### config.mk
export PLATFORM = sky130hd
export DESIGN_NAME = cs_decoder
export DESIGN_NICKNAME = d
export VERILOG_FILES = /design/src/rtl/cs_pkg.sv /design/src/rtl/cs_regfile.sv /design/src/rtl/cs_match.sv /design/src/rtl/cs_decoder.sv
export SDC_FILE = /design/constraint.sdc
export NUM_CORES = 1
export LEC_CHECK = 0
export BUFFER_PORTS_ARGS = -buffer_cell sky130_fd_sc_hd__buf_2
export CORE_AREA = 2 2 139 277
export DETAILED_ROUTE_END_ITERATION = 12
export DIE_AREA = 0 0 141 279
export MAX_ROUTING_LAYER = met4
export PLACE_DENSITY = 0.6
export SLEW_MARGIN = 20
export SYNTH_ARGS = -nofsm -noshare
export SYNTH_HDL_FRONTEND = slang
export SYNTH_HIERARCHICAL = 1
export SYNTH_SLANG_ARGS = --single-unit
### constraint.sdc
create_clock -name clk -period 4.55 [get_ports clk]
set_input_delay 1.365 -clock clk [delete_from_list [all_inputs] [get_ports clk]]
set_output_delay 1.365 -clock clk [all_outputs]
set_load 0.05 [all_outputs]
### src/rtl/cs_pkg.sv
package cs_pkg;
    typedef enum logic [0:0] {
        S_IDLE = 1'b0,
        S_HOLD = 1'b1
    } cyc_state_t;

    localparam logic [1:0] LANE_LOWER = 2'b01;
    localparam logic [1:0] LANE_UPPER = 2'b10;
    localparam logic [1:0] LANE_BOTH  = 2'b11;
    localparam logic [1:0] DIR_READ   = 2'b01;
    localparam logic [1:0] DIR_WRITE  = 2'b10;
    localparam logic [1:0] DIR_ANY    = 2'b11;
    localparam logic [1:0] SPC_CPU    = 2'b00;
    localparam logic [1:0] SPC_USER   = 2'b01;
    localparam logic [1:0] SPC_SUPER  = 2'b10;
    localparam logic [1:0] SPC_ANY    = 2'b11;

    function automatic int unsigned size_low_bit(input logic [2:0] code);
        case (code)
            3'd0:    return 11;
            3'd1:    return 13;
            3'd2:    return 14;
            3'd3:    return 16;
            3'd4:    return 17;
            3'd5:    return 18;
            3'd6:    return 19;
            default: return 20;
        endcase
    endfunction
endpackage

### src/rtl/cs_regfile.sv
module cs_regfile #(
    parameter int NUM_CS = 12,
    parameter int DATA_W = 16,
    parameter int REG_AW = 6
) (
    input  logic                           clk,
    input  logic                           rst_n,
    input  logic                           we,
    input  logic [REG_AW-1:0]              addr,
    input  logic [DATA_W-1:0]              wdata,
    output logic [NUM_CS-1:0][DATA_W-1:0]  base_o,
    output logic [NUM_CS-1:0][1:0]         lane_o,
    output logic [NUM_CS-1:0][1:0]         dir_o,
    output logic [NUM_CS-1:0][1:0]         space_o,
    output logic [NUM_CS-1:0][1:0]         role_o
);
    localparam int PIN_W    = 2 * NUM_CS;
    localparam int BASE_OFS = 0;
    localparam int OPT_OFS  = 16;
    localparam int PIN_OFS  = 32;
    localparam logic [DATA_W-1:0] BOOT_BASE_RST = DATA_W'(16'h0003);

    logic [NUM_CS-1:0][DATA_W-1:0] base_q;
    logic [NUM_CS-1:0][5:0]        opt_q;
    logic [PIN_W-1:0]              pin_q;

    always_ff @(posedge clk or negedge rst_n) begin
        if (!rst_n) begin
            for (int i = 0; i < NUM_CS; i++) begin
                base_q[i] <= (i == 0) ? BOOT_BASE_RST : '0;
                opt_q[i]  <= (i == 0) ? 6'b111111 : 6'b000000;
            end
            pin_q <= PIN_W'(2'b11);
        end else if (we) begin
            for (int i = 0; i < NUM_CS; i++) begin
                if (addr == REG_AW'(BASE_OFS + i)) base_q[i] <= wdata;
                if (addr == REG_AW'(OPT_OFS + i))  opt_q[i]  <= {wdata[14:11], wdata[5:4]};
            end
            for (int b = 0; b < PIN_W; b++) begin
                if (addr == REG_AW'(PIN_OFS + b / 16)) pin_q[b] <= wdata[b % 16];
            end
        end
    end

    for (genvar g = 0; g < NUM_CS; g++) begin : g_fields
        assign base_o[g]  = base_q[g];
        assign lane_o[g]  = opt_q[g][5:4];
        assign dir_o[g]   = opt_q[g][3:2];
        assign space_o[g] = opt_q[g][1:0];
        assign role_o[g]  = pin_q[2*g +: 2];
    end


    base_write_chk: assert property (@(posedge clk) disable iff (!rst_n)
        (we && addr == REG_AW'(BASE_OFS)) |=> (base_o[0] == $past(wdata)));

    lane_write_chk: assert property (@(posedge clk) disable iff (!rst_n)
        (we && addr == REG_AW'(OPT_OFS)) |=> (lane_o[0] == $past(wdata[14:13])));
endmodule

### src/rtl/cs_match.sv
module cs_match
    import cs_pkg::*;
#(
    parameter int ADDR_W   = 24,
    parameter int DATA_W   = 16,
    parameter int BASE_LSB = 11
) (
    input  logic              clk,
    input  logic              rst_n,
    input  logic [ADDR_W-1:0] addr,
    input  logic              rd,
    input  logic              uds,
    input  logic              lds,
    input  logic [2:0]        fc,
    input  logic [DATA_W-1:0] base,
    input  logic [1:0]        lane,
    input  logic [1:0]        dir,
    input  logic [1:0]        space,
    input  logic [1:0]        role,
    output logic              hit
);
    localparam int CMP_W = ADDR_W - BASE_LSB;

    logic [ADDR_W-1:0] blk_addr;
    logic [ADDR_W-1:0] cmp_mask;
    logic addr_ok, lane_ok, dir_ok, space_ok, cpu_cyc;

    assign blk_addr = {base[DATA_W-1 -: CMP_W], {BASE_LSB{1'b0}}};
    assign cpu_cyc  = (fc == 3'b111);

    always_comb begin
        for (int k = 0; k < ADDR_W; k++) begin
            cmp_mask[k] = (k >= int'(size_low_bit(base[2:0])));
        end
        addr_ok = (((addr ^ blk_addr) & cmp_mask) == '0);

        unique case (lane)
            LANE_LOWER: lane_ok = lds;
            LANE_UPPER: lane_ok = uds;
            LANE_BOTH:  lane_ok = uds | lds;
            default:    lane_ok = 1'b0;
        endcase

        unique case (dir)
            DIR_READ:  dir_ok = rd;
            DIR_WRITE: dir_ok = ~rd;
            DIR_ANY:   dir_ok = 1'b1;
            default:   dir_ok = 1'b0;
        endcase

        unique case (space)
            SPC_CPU:   space_ok = cpu_cyc;
            SPC_USER:  space_ok = ~fc[2];
            SPC_SUPER: space_ok = fc[2] & ~cpu_cyc;
            default:   space_ok = ~cpu_cyc;
        endcase
    end

    assign hit = addr_ok & lane_ok & dir_ok & space_ok & role[1];


    qual_codes_chk: assert property (@(posedge clk) disable iff (!rst_n)
        hit |-> (lane != 2'b00 && dir != 2'b00));

    pin_role_chk: assert property (@(posedge clk) disable iff (!rst_n)
        hit |-> role[1]);
endmodule

### src/rtl/cs_decoder.sv
module cs_decoder
    import cs_pkg::*;
#(
    parameter int NUM_CS = 12,
    parameter int ADDR_W = 24,
    parameter int DATA_W = 16,
    parameter int REG_AW = 6
) (
    input  logic              clk,
    input  logic              rst_n,
    input  logic              reg_we,
    input  logic [REG_AW-1:0] reg_addr,
    input  logic [DATA_W-1:0] reg_wdata,
    input  logic              bus_strobe,
    input  logic [ADDR_W-1:0] bus_addr,
    input  logic              bus_read,
    input  logic              bus_uds,
    input  logic              bus_lds,
    input  logic [2:0]        bus_fc,
    output logic [NUM_CS-1:0] cs_n
);
    localparam int BASE_LSB = 11;

    logic [NUM_CS-1:0][DATA_W-1:0] base_w;
    logic [NUM_CS-1:0][1:0]        lane_w, dir_w, space_w, role_w;
    logic [NUM_CS-1:0]             hit_w;
    logic [NUM_CS-1:0]             hit_q;
    cyc_state_t                    state_q, state_d;

    cs_regfile #(.NUM_CS(NUM_CS), .DATA_W(DATA_W), .REG_AW(REG_AW)) u_regs (
        .clk(clk), .rst_n(rst_n), .we(reg_we), .addr(reg_addr), .wdata(reg_wdata),
        .base_o(base_w), .lane_o(lane_w), .dir_o(dir_w), .space_o(space_w), .role_o(role_w)
    );

    for (genvar g = 0; g < NUM_CS; g++) begin : g_sel
        cs_match #(.ADDR_W(ADDR_W), .DATA_W(DATA_W), .BASE_LSB(BASE_LSB)) u_match (
            .clk(clk), .rst_n(rst_n), .addr(bus_addr), .rd(bus_read),
            .uds(bus_uds), .lds(bus_lds), .fc(bus_fc),
            .base(base_w[g]), .lane(lane_w[g]), .dir(dir_w[g]),
            .space(space_w[g]), .role(role_w[g]), .hit(hit_w[g])
        );
    end

    always_comb begin
        state_d = state_q;
        unique case (state_q)
            S_IDLE:  if (bus_strobe)  state_d = S_HOLD;
            S_HOLD:  if (!bus_strobe) state_d = S_IDLE;
            default: state_d = S_IDLE;
        endcase
    end

    always_ff @(posedge clk or negedge rst_n) begin
        if (!rst_n) state_q <= S_IDLE;
        else        state_q <= state_d;
    end

    always_ff @(posedge clk or negedge rst_n) begin
        if (!rst_n) begin
            hit_q <= '0;
        end else begin
            unique case (state_q)
                S_IDLE:  if (bus_strobe)  hit_q <= hit_w;
                S_HOLD:  if (!bus_strobe) hit_q <= '0;
                default: hit_q <= '0;
            endcase
        end
    end

    assign cs_n = ~hit_q;


    strobe_release_chk: assert property (@(posedge clk) disable iff (!rst_n)
        (!bus_strobe) |=> (cs_n == '1));

    hold_stable_chk: assert property (@(posedge clk) disable iff (!rst_n)
        (state_q == S_HOLD && bus_strobe) |=> $stable(cs_n));

    capture_chk: assert property (@(posedge clk) disable iff (!rst_n)
        (state_q == S_IDLE && bus_strobe) |=> (cs_n == ~$past(hit_w)));
endmodule

# Yosys cells after proc, flatten, opt, wreduce, memory -nomap -nowiden
# Index checks and enable logic that the tools add are counted.
dict set report totals {
  register_bits 301
  in_bits 56
  out_inout_bits 12
  word_cells 707
}
dict set report classes {
  order_cmp 288
  n_eq_ne 196
  n_mux 52
  bitwise_logic 79
  reduce_logical 64
}
# op count
set ops {}
lappend ops {{4-bit by 5-bit greater-or-equal comparator with 1-bit output, first input constant} 96}
lappend ops {{5-bit greater-or-equal comparator, first input constant} 96}
lappend ops {{5-bit case mux with 7 select lines} 12}
lappend ops {{24-bit AND} 12}
lappend ops {{24-bit logical NOT} 12}
lappend ops {{24-bit XOR} 12}
lappend ops {{3-bit by 5-bit greater-or-equal comparator with 1-bit output, first input constant} 48}
lappend ops {{2-bit equality test, second input constant} 60}
lappend ops {{1-bit by 5-bit greater-or-equal comparator with 1-bit output, first input constant} 24}
lappend ops {{2-bit by 5-bit greater-or-equal comparator with 1-bit output, first input constant} 24}
lappend ops {{3-bit equality test, second input constant} 37}
lappend ops {{1-bit case mux with 3 select lines} 36}
lappend ops {{2-bit by 1-bit equality test with 1-bit output, second input constant} 36}
lappend ops {{3-bit by 2-bit equality test with 1-bit output, second input constant} 24}
lappend ops {{6-bit by 5-bit equality test with 1-bit output, second input constant} 12}
lappend ops {{2-bit AND reduction} 27}
lappend ops {{1-bit AND} 49}
lappend ops {{3-bit by 1-bit equality test with 1-bit output, second input constant} 12}
lappend ops {{3-bit logical NOT} 12}
lappend ops {{6-bit by 3-bit equality test with 1-bit output, second input constant} 4}
lappend ops {{6-bit by 4-bit equality test with 1-bit output, second input constant} 4}
lappend ops {{2-bit logical NOT} 12}
lappend ops {{12-bit two-way mux} 2}
lappend ops {{12-bit case mux with 2 select lines} 1}
lappend ops {{9 further kinds} 15}

# Longest topological paths before layout
# Gate-level depths: netlist (run 1).
dict set report logic_depth {
  word_depth 11
  depth_mapped 6
  depth_no_buf 6
}

# Modules after synthesis
# Netlist (run 1), hierarchy kept.
# module instances cells_each area_per_inst_um2
set by_module_without_submodules {}
lappend by_module_without_submodules {cs_regfile 1 662 11073.1}
lappend by_module_without_submodules {{cs_match at g_sel[0].u_match ...} 11 31 246.5}
lappend by_module_without_submodules {cs_decoder 1 66 659.4}
lappend by_module_without_submodules {{cs_match at g_sel[9].u_match} 1 34 255.2}

# Worst setup path after synthesis (run 1)
# Ideal clock, no wire load.
dict set report synth_path {
  kind {input -> register}
  start {input port bus_addr[22]}
  end {register hit_q[1]}
  arrival_ns 2.659
  path_slack_ns 1.809
  stages 6
  path_cell_list {xor2_1 -> or4_1 -> a2111oi_2 -> and4b_1 -> mux2i_1 -> o21ai_0}
}
dict set report synth_between {
  elab_chain_cells 9
}
# element line_no
set synth_rtl {}
lappend synth_rtl {{start, declared} cs_decoder.sv:15} ;# input logic [ADDR_W-1:0] bus_addr,
lappend synth_rtl {{24-bit XOR} cs_match.sv:35} ;# addr_ok = (((addr ^ blk_addr) & cmp_mask) == '0);
lappend synth_rtl {{24-bit AND} cs_match.sv:35}
lappend synth_rtl {{24-bit logical NOT} cs_match.sv:35}
lappend synth_rtl {{1-bit AND (4 in series)} cs_match.sv:59} ;# assign hit = addr_ok & lane_ok & dir_ok & space_ok & role[1];
lappend synth_rtl {{via hit_w[1]} cs_decoder.sv:26} ;# logic [NUM_CS-1:0] hit_w;
lappend synth_rtl {{12-bit two-way mux} cs_decoder.sv:63} ;# S_IDLE: if (bus_strobe) hit_q <= hit_w;
lappend synth_rtl {{12-bit case mux with 2 select lines} cs_decoder.sv:62} ;# unique case (state_q)
lappend synth_rtl {{end signal, assigned} cs_decoder.sv:63}
lappend synth_rtl {{end, declared} cs_decoder.sv:27} ;# logic [NUM_CS-1:0] hit_q;
# The timed path passes the listed nets, and every way through them passes these cells. The select of a mux whose other input is x is not followed.
# A chain may end at the register's enable or synchronous reset.

# Worst setup path in the final report (run 1)
dict set report layout_path {
  start {input port bus_fc[2]}
  end {register hit_q[9]}
}
dict set report layout_between {
  elab_chain_cells 8
}
# element line_no
set layout_rtl {}
lappend layout_rtl {{start, declared} cs_decoder.sv:19} ;# input logic [2:0] bus_fc,
lappend layout_rtl {{3-bit equality test} cs_match.sv:29} ;# assign cpu_cyc = (fc == 3'b111);
lappend layout_rtl {{1-bit NOT} {cs_match.sv:54, cs_match.sv:55}}
lappend layout_rtl {{1-bit AND} cs_match.sv:54} ;# SPC_SUPER: space_ok = fc[2] & ~cpu_cyc;
lappend layout_rtl {{1-bit case mux with 3 select lines (*)} cs_match.sv:51} ;# unique case (space)
lappend layout_rtl {{1-bit AND (*) (2 in series)} cs_match.sv:59}
lappend layout_rtl {{via hit_w[9]} cs_decoder.sv:26}
lappend layout_rtl {{12-bit two-way mux (*)} cs_decoder.sv:63}
lappend layout_rtl {{12-bit case mux with 2 select lines (*)} cs_decoder.sv:62}
# Mark *: on every way through the listed nets, which the timed path passes. The rest lies on a longest branch. The select of a mux whose other input is x is not followed.

==> results of run 1 <==
-- worst max-delay path, delay by kind of cell --
kind	cells	cell delay (ns)
simple gates	2	0.97
mux	1	0.08
compound gates	3	0.58
buf+inv	1	0.52
-- routing by layer --
| layer | vias to the layer above | global-route usage | wire (um) |
|---|---|---|---|
| li1 | 3941 | - | - |
| met1 | 4546 | 0.2122 | 13810 |
| met2 | 177 | 0.3595 | 20210 |
| met3 | 74 | 0.01698 | 1001 |
| met4 | 0 | 0.07667 | 1396 |
| met5 | - | - | 0 |
-- power by group through the flow --
stage / Combinational, uW / Sequential (uW) / Clock (uW)
2_1_floorplan: 721 / 3120 / 0
3_3_place_gp: 982 / 3160 / 0
3_5_place_dp: 1010 / 3170 / 0
4_1_cts: 1010 / 3120 / 2320
5_1_grt: 1100 / 3170 / 2420
6_report: 998 / 3130 / 2250
-- registers in the layout, indices dropped and copies added, names as in the netlist --
name / flops
u_regs/lane_o: 24
u_regs/dir_o: 24
u_regs/space_o: 24
u_regs/role_o: 12
hit_q: 12
u_regs/base_o: 192
state_q: 1
-- how the worst max path moves through the flow --
| stage | startpoint | to | cells after the start |
|---|---|---|---|
| after floorplan | bus_addr[22] | hit_q[1]$_DFFE_PN0P_ | 6 |
| after global placement | bus_fc[2] | hit_q[9]$_DFFE_PN0P_ | 7 |
| after detailed placement | bus_fc[2] | hit_q[9]$_DFFE_PN0P_ | 7 |
| after CTS | bus_fc[2] | hit_q[9]$_DFFE_PN0P_ | 7 |
| after global routing | bus_fc[2] | hit_q[6]$_DFFE_PN0P_ | 7 |
| final | bus_fc[2] | hit_q[9]$_DFFE_PN0P_ | 7 |
-- metrics by stage --
step | total power [uW] | worst slack, ns
floorplan | 3836 | 1.809
global placement | 4139 | 0.9495
detailed placement | 4182 | 0.9329
CTS | 6454 | 1.505
global route | 6680 | 1.377
finish | 6376 | 1.460
-- cell type report --
cell class	instances	area, um2	share of cell area
tap	459	574.3	0.03634
timing repair buffer	64	375.4	0.02375
inverter	12	45.04	0.002850
multi-input combinational	726	6695	0.4237
sequential	289	7243	0.4584
clock buffer	40	804.5	0.05091
clock inverter	8	65.06	0.004117
==> impl_metrics.env, run 1 <==
export IMPL_cts_sinks=289
export IMPL_p_int_uw=4691
export IMPL_required_ns=5.02
export IMPL_crit_chain="buf_2 -> o21ai_1 -> or4_1 -> nor4_1 -> o2111a_1 -> mux2i_1 -> o21ai_1"
export IMPL_tns_ns=0
export IMPL_drc=0
export IMPL_clock_power_share=0.353
export IMPL_final_common_cell="dfrtp_1"
export IMPL_pwr_density_cell_nw_per_um2=403.5
export IMPL_hpwlAfterDp_um=25150
export IMPL_place_area_um2=14930
export IMPL_r2r_worst_path_cells=6
export IMPL_postCtsSetupBuffers=0
export IMPL_io_buffers=56
export IMPL_grt_first_pass_wirelength_um=56080
export IMPL_n_fill_cell=3416
export IMPL_tritoncts="done"
export IMPL_crit_path_end_kind="register"
export IMPL_grt_max_degree=89
export IMPL_clk_pin_slew_worst_paths_ns=0.07
export IMPL_hold_viol=0
export IMPL_r2r_end="hit_q[6]$_DFFE_PN0P_"
export IMPL_r2r_start="u_regs/base_o[110]$_DFFE_PN0P_"
export IMPL_die_w_um=141
export IMPL_syn_avg_cell_area_um2=13.22
export IMPL_setup_viol=0
export IMPL_start_kind="input pin"
export IMPL_path_max_fanout=24
export IMPL_pwr_share_comb=0.157
export IMPL_finClkSkew_ns=0.009456
export IMPL_fin_crit_sh=0.6792
export IMPL_coreArea_um2=37160
export IMPL_r2r_slack_ns=2.36
export IMPL_fp_row_count=100
export IMPL_ant_nets=0
export IMPL_place_congestion=0.7915
export IMPL_rsz0062_at_grt="no"
export IMPL_cts_root_buffer="clkbuf_16"
export IMPL_worst_pin_slew_ns=0.8870
export IMPL_finalCriticalPeriod_ns=3.090
export IMPL_die_area_um2=39340
export IMPL_wl_um=36410
export IMPL_max_vdd_ir_drop_mv=0.2458
export IMPL_n_antenna_cell=0
export IMPL_die_h_um=279
export IMPL_io_pin_count=68
export IMPL_syn_nets=1135
export IMPL_first_pass_iters=4
export IMPL_final_util=0.4253
export IMPL_final_cell_mix="280 x dfrtp_1, 246 x mux2_2, 95 x xnor2_1"
export IMPL_power_switching_uw=1685
export IMPL_dp_cells=1550
export IMPL_max_stage_delay_ns=0.53
export IMPL_insertion_delay_ns=0.54
export IMPL_cp_common_cell="o21ai_1"
export IMPL_switching_share=0.2643
export IMPL_drtIter0Drc=474
export IMPL_grt_pass1_vias=9322
export IMPL_cp_slowest_cell="or4_1"
export IMPL_initial_core_util=0.3838
export IMPL_min_path_cells=1
export IMPL_overflow=0
export IMPL_htreeDepth=1
export IMPL_relSlewSlack=0.4074
export IMPL_wl_per_cell_um=22.79
export IMPL_worstHoldEndpoint="u_regs/lane_o[4]$_DFFE_PN0P_"
export IMPL_path_class="input pin to register"
export IMPL_detailroute_via_count=8738
export IMPL_critPathArrivalTime_ns=3.56
export IMPL_via_per_inst=5.468
export IMPL_status="complete, no violations"
export IMPL_cts_buffers=26
export IMPL_p_leak_uw=0.007224
export IMPL_area_delta_synth_final_pct=10.80
export IMPL_syn_cell_area_um2=14260
export IMPL_finalMaxSlewViolations=0
export IMPL_min_from="u_regs/lane_o[4]$_DFFE_PN0P_"
export IMPL_post_cts_resized=0
export IMPL_finalInstanceArea_um2=15800
export IMPL_gr_usage_all_layers=0.1938
export IMPL_fmax_mhz=323.6
export IMPL_cts_max_path_buffers=3
export IMPL_antenna_found_initial=0
export IMPL_ctsHoldBuffers=0
export IMPL_synthCells=1079
export IMPL_fin_nets=1175
export IMPL_whs_ns=0.5056
export IMPL_drive_gt1_frac=0.3556
export IMPL_seqPwrFrac=0.490
export IMPL_yosysWarnings=6
export IMPL_hold_class="register to register"
export IMPL_cap_viol_max_count=0
export IMPL_final_cells=1598
No activity file was read; power rests on OpenSTA's default activity.
==> inputs of run 2 (changes only) <==
==> constraint.sdc (replaced) <==
create_clock -name clk -period 3.12 [get_ports clk]
set_input_delay 0.936 -clock clk [delete_from_list [all_inputs] [get_ports clk]]
set_output_delay 0.936 -clock clk [all_outputs]
set_load 0.05 [all_outputs]
==> run 2 against run 1 <==
  * Hold slack lost 0.20 ns
  * Combinational power is 46% higher
  * Cell count is 0.94% higher
  * First-iteration DRC count fell by 12%
  * Sequential power grew 46%
  * Core utilization increased by 0.35 points
  * Routed wire length fell by 1.1%
  * Setup slack worse by 0.85 ns
  * Global-route usage down 0.15 points
  * Critical endpoint is now hit_q[6]$_DFFE_PN0P_
  * Highest routed layer unchanged
==> impl_metrics.env, run 2 (same netlist as run 1, synthesis figures left out) <==
export IMPL_fp_row_count=100
export IMPL_final_util=0.4287
export IMPL_pwr_density_cell_nw_per_um2=583.4
export IMPL_die_area_um2=39340
export IMPL_dp_cells=1566
export IMPL_clk_pin_slew_worst_paths_ns=0.07
export IMPL_io_pin_count=68
export IMPL_fin_nets=1191
export IMPL_final_cell_mix="280 x dfrtp_1, 246 x mux2_2, 95 x xnor2_1"
export IMPL_required_ns=3.58
export IMPL_critPathArrivalTime_ns=2.97
export IMPL_insertion_delay_ns=0.55
export IMPL_p_leak_uw=0.007299
export IMPL_power_switching_uw=2475
export IMPL_ctsHoldBuffers=0
export IMPL_rsz0062_at_grt="no"
export IMPL_detailroute_via_count=8659
export IMPL_initial_core_util=0.3838
export IMPL_gr_usage_all_layers=0.1923
export IMPL_hold_viol=0
export IMPL_cts_buffers=26
export IMPL_cts_sinks=289
export IMPL_antenna_found_initial=0
export IMPL_p_int_uw=6820
export IMPL_first_pass_iters=5
export IMPL_tns_ns=0
export IMPL_overflow=0
export IMPL_cp_common_cell="mux2i_1"
export IMPL_critPathBufInv=1
export IMPL_grt_first_pass_wirelength_um=55630
export IMPL_switching_share=0.2663
export IMPL_wl_per_cell_um=22.32
export IMPL_grt_pass1_vias=9315
export IMPL_cts_max_path_buffers=3
export IMPL_drive_gt1_frac=0.3648
export IMPL_hold_class="input pin to async pin"
export IMPL_multi_input_area_um2=6695
export IMPL_ant_nets=0
export IMPL_cap_viol_max_count=0
export IMPL_grt_max_degree=81
export IMPL_finalMaxSlewViolations=0
export IMPL_crit_path_end_kind="register"
export IMPL_finClkSkew_ns=0.006536
export IMPL_finalCriticalPeriod_ns=2.506
export IMPL_htreeDepth=1
export IMPL_max_stage_delay_ns=0.54
export IMPL_postCtsSetupBuffers=0
export IMPL_crit_family="simple AND/OR/NAND/NOR gates"
export IMPL_start_kind="input pin"
export IMPL_die_h_um=279
export IMPL_status="complete, no violations"
export IMPL_largest_reg_flops=192
export IMPL_n_antenna_cell=0
export IMPL_path_max_fanout=12
export IMPL_post_cts_resized=0
export IMPL_die_w_um=141
export IMPL_final_common_cell="dfrtp_1"
export IMPL_path_class="input pin to register"
export IMPL_drc=0
export IMPL_hpwlAfterDp_um=25320
export IMPL_final_cells=1613
export IMPL_fin_crit_sh=0.8033
export IMPL_seqPwrFrac=0.491
export IMPL_fmax_mhz=399.0
export IMPL_setup_viol=0
export IMPL_place_congestion=0.8011
export IMPL_wl_um=36000
export IMPL_drtIter0Drc=418
export IMPL_max_vdd_ir_drop_mv=0.3817
export IMPL_coreArea_um2=37160
export IMPL_relSlewSlack=0.4779
export IMPL_via_per_inst=5.368
export IMPL_tritoncts="done"
export IMPL_cp_slowest_cell="or4_1"
export IMPL_area_delta_synth_final_pct=11.70
export IMPL_crit_chain="buf_2 -> mux2i_1 -> or4_1 -> a2111oi_2 -> and4b_1 -> mux2i_1 -> o21ai_1"
export IMPL_regArea_um2=7243
export IMPL_n_fill_cell=3462
export IMPL_cts_root_buffer="clkbuf_16"
export IMPL_worst_pin_slew_ns=0.7831
export IMPL_pwr_share_comb=0.157
export IMPL_clock_power_share=0.352
export IMPL_io_buffers=56
==> run 2: cell count changes in the layout (fill, tap and decap cells not counted), sizes merged <==
cell      change
clkinv        +3
buf          +16
clkinvlp      +1
bufinv        +1
clkbuf        -6
==> run 2: final timing paths <==
| path | start | endpoint | slack [ns] | depth (start not counted) |
|---|---|---|---|---|
| hold reg to reg | u_regs/lane_o[13]$_DFFE_PN0P_ | u_regs/lane_o[13]$_DFFE_PN0P_ | 0.51 | 1 |
| max in group asynchronous | rst_n | u_regs/base_o[18]$_DFFE_PN0P_ | 2.00 | 2 |
| hold / removal | rst_n | u_regs/dir_o[12]$_DFFE_PN0P_ | 0.30 | 1 |
| setup reg to reg | u_regs/base_o[110]$_DFFE_PN0P_ | hit_q[6]$_DFFE_PN0P_ | 0.98 | 6 |
| min in group clk | u_regs/lane_o[13]$_DFFE_PN0P_ | u_regs/lane_o[13]$_DFFE_PN0P_ | 0.51 | 1 |
| setup / recovery | bus_read | hit_q[6]$_DFFE_PN0P_ | 0.61 | 7 |
==> run 2: layer usage <==
metal	share of wire	vias up	global-route usage
li1	-	3981	-
met1	0.37	4496	0.2039
met2	0.58	128	0.3721
met3	0.027	54	0.01732
met4	0.027	0	0.05872
met5	0	-	-
==> run 2: power groups by stage <==
stage	sequential [uW]	clock, uW	combinational [uW]
after floorplan	4540	0	1050
after global placement	4610	0	1440
after detailed placement	4630	0	1480
after CTS	4560	3370	1480
after global routing	4620	3510	1600
final	4560	3280	1460
==> run 2: final cells by class <==
class                           instances  area share
Clock buffer                           34     0.04594
Clock inverter                         13    0.007618
Inverter                               12    0.002827
Multi-Input combinational cell        726      0.4202
Sequential cell                       289      0.4546
Tap cell                              459     0.03605
Timing Repair Buffer                   80     0.03267
==> run 2: stage by stage <==
| stage | total power (uW) | setup WS [ns] | hold slack (ns) | cell area (um2) |
|---|---|---|---|---|
| 2_1_floorplan | 5595 | 0.8077 | 0.4740 | 14260 |
| 3_3_place_gp | 6043 | 0.07241 | 0.4831 | 15080 |
| 3_5_place_dp | 6109 | 0.08063 | 0.4930 | 15080 |
| 4_1_cts | 9415 | 0.6527 | 0.3067 | 15930 |
| 5_1_grt | 9733 | 0.5111 | 0.3220 | 15930 |
| 6_report | 9295 | 0.6136 | 0.3024 | 15930 |
